**config.mk**
```make
export PLATFORM = sky130hd
export DESIGN_NAME = hist_recovery_unit
export DESIGN_NICKNAME = d
export VERILOG_FILES = /design/src/rtl/hru_pkg.sv /design/src/rtl/hru_regfile.sv /design/src/rtl/hru_store.sv /design/src/rtl/hist_recovery_unit.sv
export SDC_FILE = /design/constraint.sdc
export NUM_CORES = 1
export LEC_CHECK = 0
export BUFFER_PORTS_ARGS = -buffer_cell sky130_fd_sc_hd__buf_4
export CAP_MARGIN = 10
export CORE_ASPECT_RATIO = 0.7
export CORE_MARGIN = 10
export CORE_UTILIZATION = 65
export DETAILED_ROUTE_END_ITERATION = 16
export PLACE_DENSITY = 0.83
export SYNTH_ARGS = -nofsm -noshare
export SYNTH_HDL_FRONTEND = slang
export SYNTH_HIERARCHICAL = 1
export SYNTH_SLANG_ARGS = --single-unit
```
**constraint.sdc**
```tcl
create_clock -name clk -period 8.5 [get_ports clk]
set_input_delay 0.85 -clock clk [delete_from_list [all_inputs] [get_ports clk]]
set_output_delay 0.85 -clock clk [all_outputs]
set_load 0.02 [all_outputs]
```
**src/rtl/hru_pkg.sv**
```systemverilog
package hru_pkg;
    // Control phases of the recovery unit.
    typedef enum logic [1:0] {
        M_RUN   = 2'd0,  // normal issue / complete / release
        M_DRAIN = 2'd1,  // fault at oldest slot, waiting for younger completions
        M_UNDO  = 2'd2   // writing saved values back, youngest first
    } mode_e;
endpackage

```
**src/rtl/hru_regfile.sv**
```systemverilog
module hru_regfile #(
    parameter int NREG = 8,
    parameter int DW   = 16,
    localparam int RW  = $clog2(NREG)
) (
    input  logic          clk,
    input  logic          rst_n,
    input  logic          we,
    input  logic [RW-1:0] waddr,
    input  logic [DW-1:0] wdata,
    input  logic [RW-1:0] raddr_a,
    output logic [DW-1:0] rdata_a,
    input  logic [RW-1:0] raddr_b,
    output logic [DW-1:0] rdata_b
);
    logic [DW-1:0] mem_d [NREG];
    logic [DW-1:0] mem_q [NREG];

    always_comb begin
        mem_d = mem_q;
        if (we) begin
            mem_d[waddr] = wdata;
        end
    end

    always_ff @(posedge clk or negedge rst_n) begin
        if (!rst_n) begin
            for (int i = 0; i < NREG; i++) begin
                mem_q[i] <= '0;
            end
        end else begin
            mem_q <= mem_d;
        end
    end

    // Reads see the registered state, i.e. the value before this cycle's write.
    assign rdata_a = mem_q[raddr_a];
    assign rdata_b = mem_q[raddr_b];
endmodule

```
**src/rtl/hru_store.sv**
```systemverilog
module hru_store #(
    parameter int DEPTH = 8,
    parameter int NREG  = 8,
    parameter int DW    = 16,
    parameter int PCW   = 16,
    localparam int RW   = $clog2(NREG),
    localparam int TW   = $clog2(DEPTH)
) (
    input  logic             clk,
    input  logic             rst_n,
    input  logic             alloc_en,
    input  logic [TW-1:0]    alloc_idx,
    input  logic [RW-1:0]    alloc_dst,
    input  logic [DW-1:0]    alloc_old,
    input  logic [PCW-1:0]   alloc_pc,
    input  logic             fin_en,
    input  logic [TW-1:0]    fin_idx,
    input  logic             fin_exc,
    input  logic             free_en,
    input  logic [TW-1:0]    free_idx,
    input  logic             flush,
    output logic [DEPTH-1:0] valid_o,
    output logic [DEPTH-1:0] done_o,
    output logic [DEPTH-1:0] exc_o,
    output logic [RW-1:0]    dst_o [DEPTH],
    output logic [DW-1:0]    old_o [DEPTH],
    output logic [PCW-1:0]   pc_o  [DEPTH]
);
    typedef struct packed {
        logic           valid;
        logic           done;
        logic           exc;
        logic [RW-1:0]  dst;
        logic [DW-1:0]  old;
        logic [PCW-1:0] pc;
    } slot_t;

    slot_t slot_d [DEPTH];
    slot_t slot_q [DEPTH];

    always_comb begin
        slot_d = slot_q;
        if (free_en) begin
            slot_d[free_idx].valid = 1'b0;
        end
        if (fin_en && slot_q[fin_idx].valid) begin
            slot_d[fin_idx].done = 1'b1;
            slot_d[fin_idx].exc  = fin_exc;
        end
        if (alloc_en) begin
            slot_d[alloc_idx].valid = 1'b1;
            slot_d[alloc_idx].done  = 1'b0;
            slot_d[alloc_idx].exc   = 1'b0;
            slot_d[alloc_idx].dst   = alloc_dst;
            slot_d[alloc_idx].old   = alloc_old;
            slot_d[alloc_idx].pc    = alloc_pc;
        end
        if (flush) begin
            for (int i = 0; i < DEPTH; i++) begin
                slot_d[i].valid = 1'b0;
            end
        end
    end

    always_ff @(posedge clk or negedge rst_n) begin
        if (!rst_n) begin
            for (int i = 0; i < DEPTH; i++) begin
                slot_q[i] <= '0;
            end
        end else begin
            slot_q <= slot_d;
        end
    end

    for (genvar g = 0; g < DEPTH; g++) begin : g_out
        assign valid_o[g] = slot_q[g].valid;
        assign done_o[g]  = slot_q[g].done;
        assign exc_o[g]   = slot_q[g].exc;
        assign dst_o[g]   = slot_q[g].dst;
        assign old_o[g]   = slot_q[g].old;
        assign pc_o[g]    = slot_q[g].pc;
    end
endmodule

```
**src/rtl/hist_recovery_unit.sv**
```systemverilog
module hist_recovery_unit #(
    parameter int NREG  = 8,
    parameter int DW    = 16,
    parameter int PCW   = 16,
    parameter int DEPTH = 8,     // power of two
    localparam int RW   = $clog2(NREG),
    localparam int TW   = $clog2(DEPTH),
    localparam int CW   = TW + 1
) (
    input  logic           clk,
    input  logic           rst_n,
    input  logic           iss_valid,
    input  logic [RW-1:0]  iss_dest,
    input  logic [PCW-1:0] iss_pc,
    output logic           iss_ready,
    output logic [TW-1:0]  iss_tag,
    input  logic           cmp_valid,
    input  logic [TW-1:0]  cmp_tag,
    input  logic [DW-1:0]  cmp_data,
    input  logic           cmp_exc,
    input  logic [RW-1:0]  peek_addr,
    output logic [DW-1:0]  peek_data,
    output logic           recov_busy,
    output logic           recov_done,
    output logic [PCW-1:0] recov_pc
);
    import hru_pkg::*;

    typedef struct packed {
        mode_e          mode;
        logic [TW-1:0]  head;
        logic [TW-1:0]  tail;
        logic [TW-1:0]  rptr;
        logic [CW-1:0]  cnt;
        logic           done_p;
        logic [PCW-1:0] fpc;
    } ctl_t;

    ctl_t ctl_d, ctl_q;

    logic [DEPTH-1:0] s_valid, s_done, s_exc;
    logic [RW-1:0]    s_dst [DEPTH];
    logic [DW-1:0]    s_old [DEPTH];
    logic [PCW-1:0]   s_pc  [DEPTH];

    logic          iss_fire, cmp_fire, release_head, head_fault, flush;
    logic          rf_we;
    logic [RW-1:0] rf_waddr;
    logic [DW-1:0] rf_wdata;
    logic [DW-1:0] cur_old;

    // Probe points for the bound checker.
    logic [CW-1:0] occ;
    logic          undoing;
    logic          drained;

    assign drained = &(s_done | ~s_valid);

    always_comb begin
        ctl_d        = ctl_q;
        ctl_d.done_p = 1'b0;

        iss_ready    = (ctl_q.mode == M_RUN) && (ctl_q.cnt != CW'(DEPTH));
        iss_fire     = iss_valid && iss_ready;
        cmp_fire     = cmp_valid && s_valid[cmp_tag] && (ctl_q.mode != M_UNDO);
        head_fault   = s_valid[ctl_q.head] && s_done[ctl_q.head] && s_exc[ctl_q.head];
        release_head = 1'b0;
        flush        = 1'b0;

        rf_we    = cmp_fire;
        rf_waddr = s_dst[cmp_tag];
        rf_wdata = cmp_data;

        unique case (ctl_q.mode)
            M_RUN: begin
                if (head_fault) begin
                    ctl_d.mode = M_DRAIN;
                end else if (s_valid[ctl_q.head] && s_done[ctl_q.head]) begin
                    release_head = 1'b1;
                    ctl_d.head   = ctl_q.head + TW'(1);
                end
                if (iss_fire) begin
                    ctl_d.tail = ctl_q.tail + TW'(1);
                end
                ctl_d.cnt = ctl_q.cnt + CW'(iss_fire) - CW'(release_head);
            end
            M_DRAIN: begin
                if (drained) begin
                    ctl_d.mode = M_UNDO;
                    ctl_d.rptr = ctl_q.tail - TW'(1);
                end
            end
            M_UNDO: begin
                rf_we    = 1'b1;
                rf_waddr = s_dst[ctl_q.rptr];
                rf_wdata = s_old[ctl_q.rptr];
                if (ctl_q.rptr == ctl_q.head) begin
                    flush        = 1'b1;
                    ctl_d.mode   = M_RUN;
                    ctl_d.done_p = 1'b1;
                    ctl_d.fpc    = s_pc[ctl_q.head];
                    ctl_d.head   = '0;
                    ctl_d.tail   = '0;
                    ctl_d.cnt    = '0;
                end else begin
                    ctl_d.rptr = ctl_q.rptr - TW'(1);
                end
            end
            default: ctl_d.mode = M_RUN;
        endcase
    end

    always_ff @(posedge clk or negedge rst_n) begin
        if (!rst_n) begin
            ctl_q <= '0;
        end else begin
            ctl_q <= ctl_d;
        end
    end

    hru_regfile #(.NREG(NREG), .DW(DW)) u_rf (
        .clk     (clk),
        .rst_n   (rst_n),
        .we      (rf_we),
        .waddr   (rf_waddr),
        .wdata   (rf_wdata),
        .raddr_a (iss_dest),
        .rdata_a (cur_old),
        .raddr_b (peek_addr),
        .rdata_b (peek_data)
    );

    hru_store #(.DEPTH(DEPTH), .NREG(NREG), .DW(DW), .PCW(PCW)) u_hb (
        .clk       (clk),
        .rst_n     (rst_n),
        .alloc_en  (iss_fire),
        .alloc_idx (ctl_q.tail),
        .alloc_dst (iss_dest),
        .alloc_old (cur_old),
        .alloc_pc  (iss_pc),
        .fin_en    (cmp_fire),
        .fin_idx   (cmp_tag),
        .fin_exc   (cmp_exc),
        .free_en   (release_head),
        .free_idx  (ctl_q.head),
        .flush     (flush),
        .valid_o   (s_valid),
        .done_o    (s_done),
        .exc_o     (s_exc),
        .dst_o     (s_dst),
        .old_o     (s_old),
        .pc_o      (s_pc)
    );

    assign iss_tag    = ctl_q.tail;
    assign recov_busy = (ctl_q.mode != M_RUN);
    assign recov_done = ctl_q.done_p;
    assign recov_pc   = ctl_q.fpc;
    assign occ        = ctl_q.cnt;
    assign undoing    = (ctl_q.mode == M_UNDO);
endmodule

```
---- Word-level counts from Yosys, hierarchy flattened ----
Cells that the tools add are included.
storage, ports and cells
  flip-flop bits (word level) ............. 464
  bits in latches ......................... 0
  memory bits (writable) .................. 0
  bits in read-only memories .............. 0
  bits of input ports ..................... 46
  output and inout bits ................... 38
  word-level logic and storage cells ...... 218
  memories kept ........................... 0
cells by class
  $add $sub $neg .......................... 6
  multipliers ............................. 0
  divide/modulo/power cells ............... 0
  $lt $le $gt $ge ......................... 13
  eq/ne operators ......................... 12
  shifts and indexed selects .............. 0
  muxes and demuxes ....................... 93
  bitwise gates (word level) .............. 9
  reductions and logical operators ........ 22
operators by type and width
  cell                                                        count
  bitwise mux 304 bit                                         9
  demux 38 bit (select 3 bit)                                 9
  two-way mux 304 bit                                         3
  binary-select mux 16 bit (select 3 bit)                     4
  two-way mux 16 bit                                          11
  two-way mux 38 bit                                          4
  bitwise mux 128 bit                                         1
  binary-select mux 38 bit (select 3 bit)                     1
  two-way mux 37 bit                                          2
  two-way mux 36 bit                                          2
  demux 16 bit (select 3 bit)                                 1
  two-way mux 35 bit                                          1
  two-way mux 32 bit                                          1
  two-way mux 3 bit                                           10
  greater-or-equal comparator 4 bit, second input constant    7
  inverter 3 -> 4 bit                                         7
  two-way mux 21 bit                                          1
  two-way mux 1 bit                                           19
  binary-select mux 3 bit (select 3 bit)                      2
  two-way mux 17 bit                                          1
  less-than comparator 4 x 1 -> 1 bit, second input constant  4
  binary-select mux 1 bit (select 3 bit)                      4
  inequality test 2 bit, second input constant                6
  one-hot mux 6 bit (2 select lines)                          1
  other kinds (24)                                            44

---- Longest topological paths before layout ----
  depth after elaboration ................. 19
  mapped depth ............................ 13
  depth with buffers taken out ............ 11

---- By module ----
The synthesis kept the hierarchy.
by module, submodules not included
  module              instances  cells an instance  area each (µm²)  seq. area each (µm²)
  hru_store           1          854                11503.5          7607.3
  hru_regfile         1          393                7000.5           3203.1
  hist_recovery_unit  1          410                4366.7           800.8

---- Worst setup path before layout ----
No wires, ideal clock.
  kind .................................... input port to flip-flop
  from .................................... input port cmp_tag[0]
  to ...................................... register u_rf/mem_q[112] in the netlist's numbering
  setup time .............................. 125 ps
  arrival ................................. 3109 ps
  data required time ...................... 8375 ps
  path slack .............................. 5266 ps
  cell stages on the path ................. 9
  path buffers ............................ 3
  path through ............................ buf_2 mux4_2 nor2b_1 a211oi_1 a31oi_1 buf_6 nor4b_4 buf_6 mux2_2
between the ends
  word-level cells in the longest chain between the ends .. 11
  elaborated cells on any way between the ends .. 17
  those cells by class .................... order compare (2); mux (10); bitwise (2); reduce/logical (3)
RTL lines
  element                                                                                                         line                      text
  from (decl)                                                                                                     hist_recovery_unit.sv:18  input logic [TW-1:0] cmp_tag,
  inverter 3 -> 4 bit (implied by the code) *                                                                     hist_recovery_unit.sv:71  rf_waddr = s_dst[cmp_tag];
  binary-select mux 3 bit (select 3 bit) *                                                                        hist_recovery_unit.sv:71
  two-way mux 3 bit (implied by the code) * (2 in a row)                                                          hist_recovery_unit.sv:71
  two-way mux 3 bit *                                                                                             hist_recovery_unit.sv:74  unique case (ctl_q.mode)
  named net rf_waddr[2]                                                                                           hist_recovery_unit.sv:48  logic [RW-1:0] rf_waddr;
  inverter 3 -> 4 bit (implied by the code) *                                                                     hru_regfile.sv:22         mem_d[waddr] = wdata;
  greater-or-equal comparator 4 bit (implied by the code) or less-than comparator 4 x 1 -> 1 bit (tied branches)  hru_regfile.sv:22
  logical AND 1 bit (implied by the code)                                                                         hru_regfile.sv:22
  two-way mux 16 bit (implied by the code)                                                                        hru_regfile.sv:22
  demux 16 bit (select 3 bit) *                                                                                   hru_regfile.sv:22
  bitwise mux 128 bit *                                                                                           hru_regfile.sv:22
  to (signal assigned)                                                                                            hru_regfile.sv:32         mem_q <= mem_d;
  to (decl)                                                                                                       hru_regfile.sv:17         logic [DW-1:0] mem_q [NREG];
Mark *: on every way through the listed nets, which the timed path passes. The rest lies on a longest branch. The select of a mux whose other input is x is not followed.
A chain may end at the register's enable or synchronous reset.

---- Worst setup path after layout ----
  from .................................... register ctl_q[21] in the netlist's numbering
  to ...................................... register u_rf/mem_q[76] in the netlist's numbering
between the ends
  word-level cells in the longest chain between the ends .. 11
  elaborated cells on any way between the ends .. 16
  those cells by class .................... order compare (2); mux (11); bitwise (2); reduce/logical (1)
RTL lines
  element                                                                                                         line                       text
  from (decl)                                                                                                     hist_recovery_unit.sv:39   ctl_t ctl_d, ctl_q;
  from (signal assigned)                                                                                          hist_recovery_unit.sv:117  ctl_q <= ctl_d;
  inverter 3 -> 4 bit (implied by the code) *                                                                     hist_recovery_unit.sv:95   rf_waddr = s_dst[ctl_q.rptr];
  binary-select mux 3 bit (select 3 bit) *                                                                        hist_recovery_unit.sv:95
  two-way mux 3 bit (implied by the code) * (2 in a row)                                                          hist_recovery_unit.sv:95
  two-way mux 3 bit *                                                                                             hist_recovery_unit.sv:74
  named net rf_waddr[0]                                                                                           hist_recovery_unit.sv:48
  inverter 3 -> 4 bit (implied by the code) *                                                                     hru_regfile.sv:22
  greater-or-equal comparator 4 bit (implied by the code) or less-than comparator 4 x 1 -> 1 bit (tied branches)  hru_regfile.sv:22
  logical AND 1 bit (implied by the code)                                                                         hru_regfile.sv:22
  two-way mux 16 bit (implied by the code)                                                                        hru_regfile.sv:22
  demux 16 bit (select 3 bit) *                                                                                   hru_regfile.sv:22
  bitwise mux 128 bit *                                                                                           hru_regfile.sv:22
Marks and branches as above.

==> metrics.md <==
| Metric | Value |
|---|---|
| Startpoint kind of the worst setup timing path | `register` |
| Share of post-route cells with drive strength above 1 | `0.384` |
| P per Cell Area | `378 nW/um2` |
| Wire length of the first global-routing pass | `85400 um` |
| Count of input and output buffers | `83` |
| Clock-pin transition on the worst setup and hold timing paths | `0.06 ns` |
| Number of synthesized flops with an enable pin | `0` |
| Combined global-route utilization of all metal layers | `0.249` |
| Type of destination of the critical path | `register` |
| Number of register bits inferred by synthesis | `464` |
| Yosys top cell by area | `sky130_fd_sc_hd__dfrtp_1` |
| Starting density of the core | `0.658` |
| Share of power burned in the clock network | `0.208` |
| Hold violation total from the final report | `0` |
| Power share of the combinational group | `0.374` |
| Slowest cell on crit path | `sky130_fd_sc_hd__a31oi_1` |
| Main flop type after synthesis | `sky130_fd_sc_hd__dfrtp_1` |
| Hold Buf Count CTS | `0` |
| Die Wd | `244 um` |
| Combinational family with the most area after synthesis | `multiplexers` |
| CP required | `8.94 ns` |
| Fin Setup TNS | `0 ns` |
| Clock Tree Root | `sky130_fd_sc_hd__clkbuf_16` |
| Final critical-path required period | `4.18 ns` |
| Number of antenna diodes | `0` |
| Standard-cell rows | `57` |
| Worst hold margin | `0.307 ns` |
| Post-route cell area | `25100 um2` |
| Violation count after the first detailed-route iteration | `1511` |
| Critical path start-end classification | `reg2reg` |
| Grt total ovfl | `0` |
| MaxCap Viol Count | `0` |
| Total internal power | `6.33 mW` |
| DRT antenna net count | `0` |
| Clock net sink count | `464` |
| H-tree levels | `2` |
| Mux share of post-synthesis cell area | `0.351` |
| Post-Syn Nets | `1712` |
| Mapped Avg Cell Area | `13.8 um2` |
| Standby leakage power | `11.5 nW` |
| Die span in y | `177 um` |
| Final Slew Violations | `0` |
| Cells along the critical path | `buf_4, mux4_2, nand2_1, a31oi_1, nand4b_2, mux2_2` |
| Area of the core | `34700 um2` |
| Timing startpoint of the critical path | `ctl_q[21]$_DFFE_PN0P_` |
| Synth Area in Simple Gates | `0.0756` |
| Maximum resistive drop on vdd | `0.174 mV` |
| Unrepaired setup endpoints after global routing | `false` |
| Crit Path Max Fanout | `32` |
| Transition at the pin with the smallest max-transition slack | `1.25 ns` |
| Unique masters post-synth | `55` |
| Cell type group with the largest total delay on the critical path | `compound AO/OA/AOI/OAI gates` |
| Startpoint of the worst register-to-register path | `ctl_q[21]$_DFFE_PN0P_` |
| Final cycle utilization of the critical path | `0.491` |
| DR vias | `14400` |
| Outcome | `complete, no violations` |
| Vias per cell | `6.60` |
| XOR/XNOR share of the synthesized area | `0.00230` |
| Post-place instance area | `23600 um2` |
| Clock tree from TritonCTS | `yes` |
| Vias in the first global route | `15100` |
| Class of the most critical hold timing path | `in2async` |
| Full die area | `43200 um2` |
| Sequential fraction of design power | `0.418` |
| Arrival time of the worst setup path | `4.61 ns` |
| Syn-to-layout area delta | `9.69%` |
| Post-DP HPWL | `32900 um` |
| Number of buffers and inverters on the critical path | `1` |
| Number of antenna violations at the first check in global routing | `0` |
| Worst-skew pair later-pin latency | `0.57 ns` |
| Synth async-reset ratio | `1.00` |
| Number of instances resized during post-cts repair | `0` |
| Psw | `3.14 mW` |
| PnR Total Power | `9.48 mW` |
| Number of buffers on the longest clock path | `3` |
| Post-route DRC violation count | `0` |
| Top-level I/O count | `84` |
| Cell area after technology mapping | `22900 um2` |
| Final routed wirelength across all metal layers | `53700 um` |
| Share of the synthesized area in the top cell type | `0.508` |
| Delay of the slowest cell on the worst path | `1.00 ns` |
| Net total in the final layout | `1732` |
| Maximum clock rate | `239 MHz` |
| Logic depth of the worst setup path including buffers | `6` |
| Number of instances in the synthesized netlist | `1657` |
| Reg2reg path depth | `6` |
| Leading cell types by total area after synthesis | `sky130_fd_sc_hd__dfrtp_1 51%, sky130_fd_sc_hd__mux2_2 18%, sky130_fd_sc_hd__mux4_2 8.8%` |
| 1st-pass router iterations | `5` |
| Number of warning messages in the yosys log | `6` |
| Final weighted congestion in routability-driven placement | `0.807` |
| Average wire per standard cell | `24.6 um` |
| Worst relative slew slack | `0.166` |
| Fraction of the core area covered by cells at the end of the flow | `0.722` |
| # Post-CTS Setup Buffers | `0` |
| Maximum number of pins on one net before global-route repair | `162` |
| Switching power share of the total | `0.332` |
| Setup violators final | `0` |
| Sequential-to-total area share from yosys stat | `0.508` |
| Synth Area in Adders | `0.00525` |
| Compound-Gate Fraction of Synth Area | `0.0230` |
| Post-route clock skew | `0.0164 ns` |
| Cts bufs inserted | `44` |
## metal layers
layer | routed length (um) | up-vias | GRT usage
met5 | 0 | - | 0
met4 | 892 | 0 | 0.0550
met3 | 4270 | 95 | 0.0473
met2 | 26200 | 661 | 0.403
met1 | 22300 | 7560 | 0.350
li1 | - | 6086 | -
## registers in the layout, summed over array words and instances (netlist names)
signal	flops
ctl_q	8
iss_tag	3
occ	4
recov_done	1
recov_pc	16
u_hb/done_o	8
u_hb/dst_o	24
u_hb/exc_o	8
u_hb/old_o	128
u_hb/pc_o	128
u_hb/valid_o	8
u_rf/mem_q	128
## cell usage in the layout (no fill, tap or decap), types with 3 or more instances in the layout
master,count
sky130_fd_sc_hd__a211oi_1,3
sky130_fd_sc_hd__a21oi_1,10
sky130_fd_sc_hd__a31oi_1,21
sky130_fd_sc_hd__and3_1,3
sky130_fd_sc_hd__buf_4,106
sky130_fd_sc_hd__bufinv_16,3
sky130_fd_sc_hd__clkbuf_1,14
sky130_fd_sc_hd__clkbuf_16,44
sky130_fd_sc_hd__clkbuf_8,9
sky130_fd_sc_hd__clkinv_2,5
sky130_fd_sc_hd__dfrtp_1,460
sky130_fd_sc_hd__dfrtp_2,4
sky130_fd_sc_hd__ha_1,8
sky130_fd_sc_hd__inv_1,15
sky130_fd_sc_hd__mux2_2,371
sky130_fd_sc_hd__mux2i_1,35
sky130_fd_sc_hd__mux4_1,56
sky130_fd_sc_hd__mux4_2,89
sky130_fd_sc_hd__nand2_1,300
sky130_fd_sc_hd__nand2b_1,9
sky130_fd_sc_hd__nand3_1,7
sky130_fd_sc_hd__nand3b_1,4
sky130_fd_sc_hd__nand4_1,4
sky130_fd_sc_hd__nand4b_1,4
sky130_fd_sc_hd__nand4b_2,3
sky130_fd_sc_hd__nor2_1,25
sky130_fd_sc_hd__nor2b_1,11
sky130_fd_sc_hd__nor3_1,6
sky130_fd_sc_hd__nor4bb_4,3
sky130_fd_sc_hd__o21a_1,7
sky130_fd_sc_hd__o21ai_0,14
sky130_fd_sc_hd__o21ai_1,14
sky130_fd_sc_hd__xnor2_1,4
## kinds of logic after synthesis
group / Yosys count
mux: 553
flops: 464
xor+xnor: 6
compound gates: 83
buf+inv: 150
fa+ha+maj: 9
simple gates: 392
## cell type report
class / instances / area [um2]
sequential: 464 / 11600
multi-input combinational: 1043 / 10500
fill: 2151 / 9640
clock buffer: 67 / 1280
timing repair buffer: 109 / 842
tap: 472 / 591
clock inverter: 12 / 168
inverter: 15 / 56.3
## worst paths after layout
check	endpoint	slack, ns
min in group clk	u_hb/pc_o[91]$_DFFE_PN0P_	0.47
max in group asynchronous	u_hb/old_o[33]$_DFFE_PN0P_	6.63
worst max register to register	u_rf/mem_q[76]$_DFFE_PN0P_	4.32
worst max-delay path	u_rf/mem_q[76]$_DFFE_PN0P_	4.32
worst min register to register	u_hb/pc_o[91]$_DFFE_PN0P_	0.47
worst min-delay path	u_hb/pc_o[48]$_DFFE_PN0P_	0.31
## power groups by stage
| stage | clock [mW] | sequential, mW | combinational (mW) |
|---|---|---|---|
| 5_1_grt | 2.09 | 4.08 | 3.82 |
| 6_report | 1.97 | 3.96 | 3.54 |
| 2_1_floorplan | 0 | 3.64 | 2.86 |
| 3_3_place_gp | 0 | 3.86 | 3.35 |
| 4_1_cts | 2.00 | 3.94 | 3.54 |
| 3_5_place_dp | 0 | 3.96 | 3.51 |
## through the flow
step,setup WS (ns),std cells
final,4.32,2182
after global routing,4.11,2182
after global placement,4.49,2102
after CTS,4.35,2181
after detailed placement,4.34,2102
after floorplan,5.27,1657
## Yosys cell counts (4+ instances only)
master and n:
sky130_fd_sc_hd__buf_2 29, sky130_fd_sc_hd__clkbuf_1 51, sky130_fd_sc_hd__nor2b_1 12, sky130_fd_sc_hd__mux4_2 89, sky130_fd_sc_hd__a21oi_1 10, sky130_fd_sc_hd__inv_1 15, sky130_fd_sc_hd__nand3b_1 4, sky130_fd_sc_hd__xnor2_1 4
sky130_fd_sc_hd__o21a_1 7, sky130_fd_sc_hd__nand3_1 8, sky130_fd_sc_hd__buf_6 12, sky130_fd_sc_hd__ha_1 8, sky130_fd_sc_hd__a31oi_1 21, sky130_fd_sc_hd__nor3_1 6, sky130_fd_sc_hd__nand4_1 4, sky130_fd_sc_hd__nand2_1 300
sky130_fd_sc_hd__mux2i_1 35, sky130_fd_sc_hd__buf_1 14, sky130_fd_sc_hd__dfrtp_1 464, sky130_fd_sc_hd__nor2_1 25, sky130_fd_sc_hd__o21ai_0 14, sky130_fd_sc_hd__mux2_2 371, sky130_fd_sc_hd__o21ai_1 14, sky130_fd_sc_hd__nand4b_1 4
sky130_fd_sc_hd__nand2b_1 9, sky130_fd_sc_hd__buf_4 27, sky130_fd_sc_hd__mux4_1 56
Power figures use the tool's default switching activity.
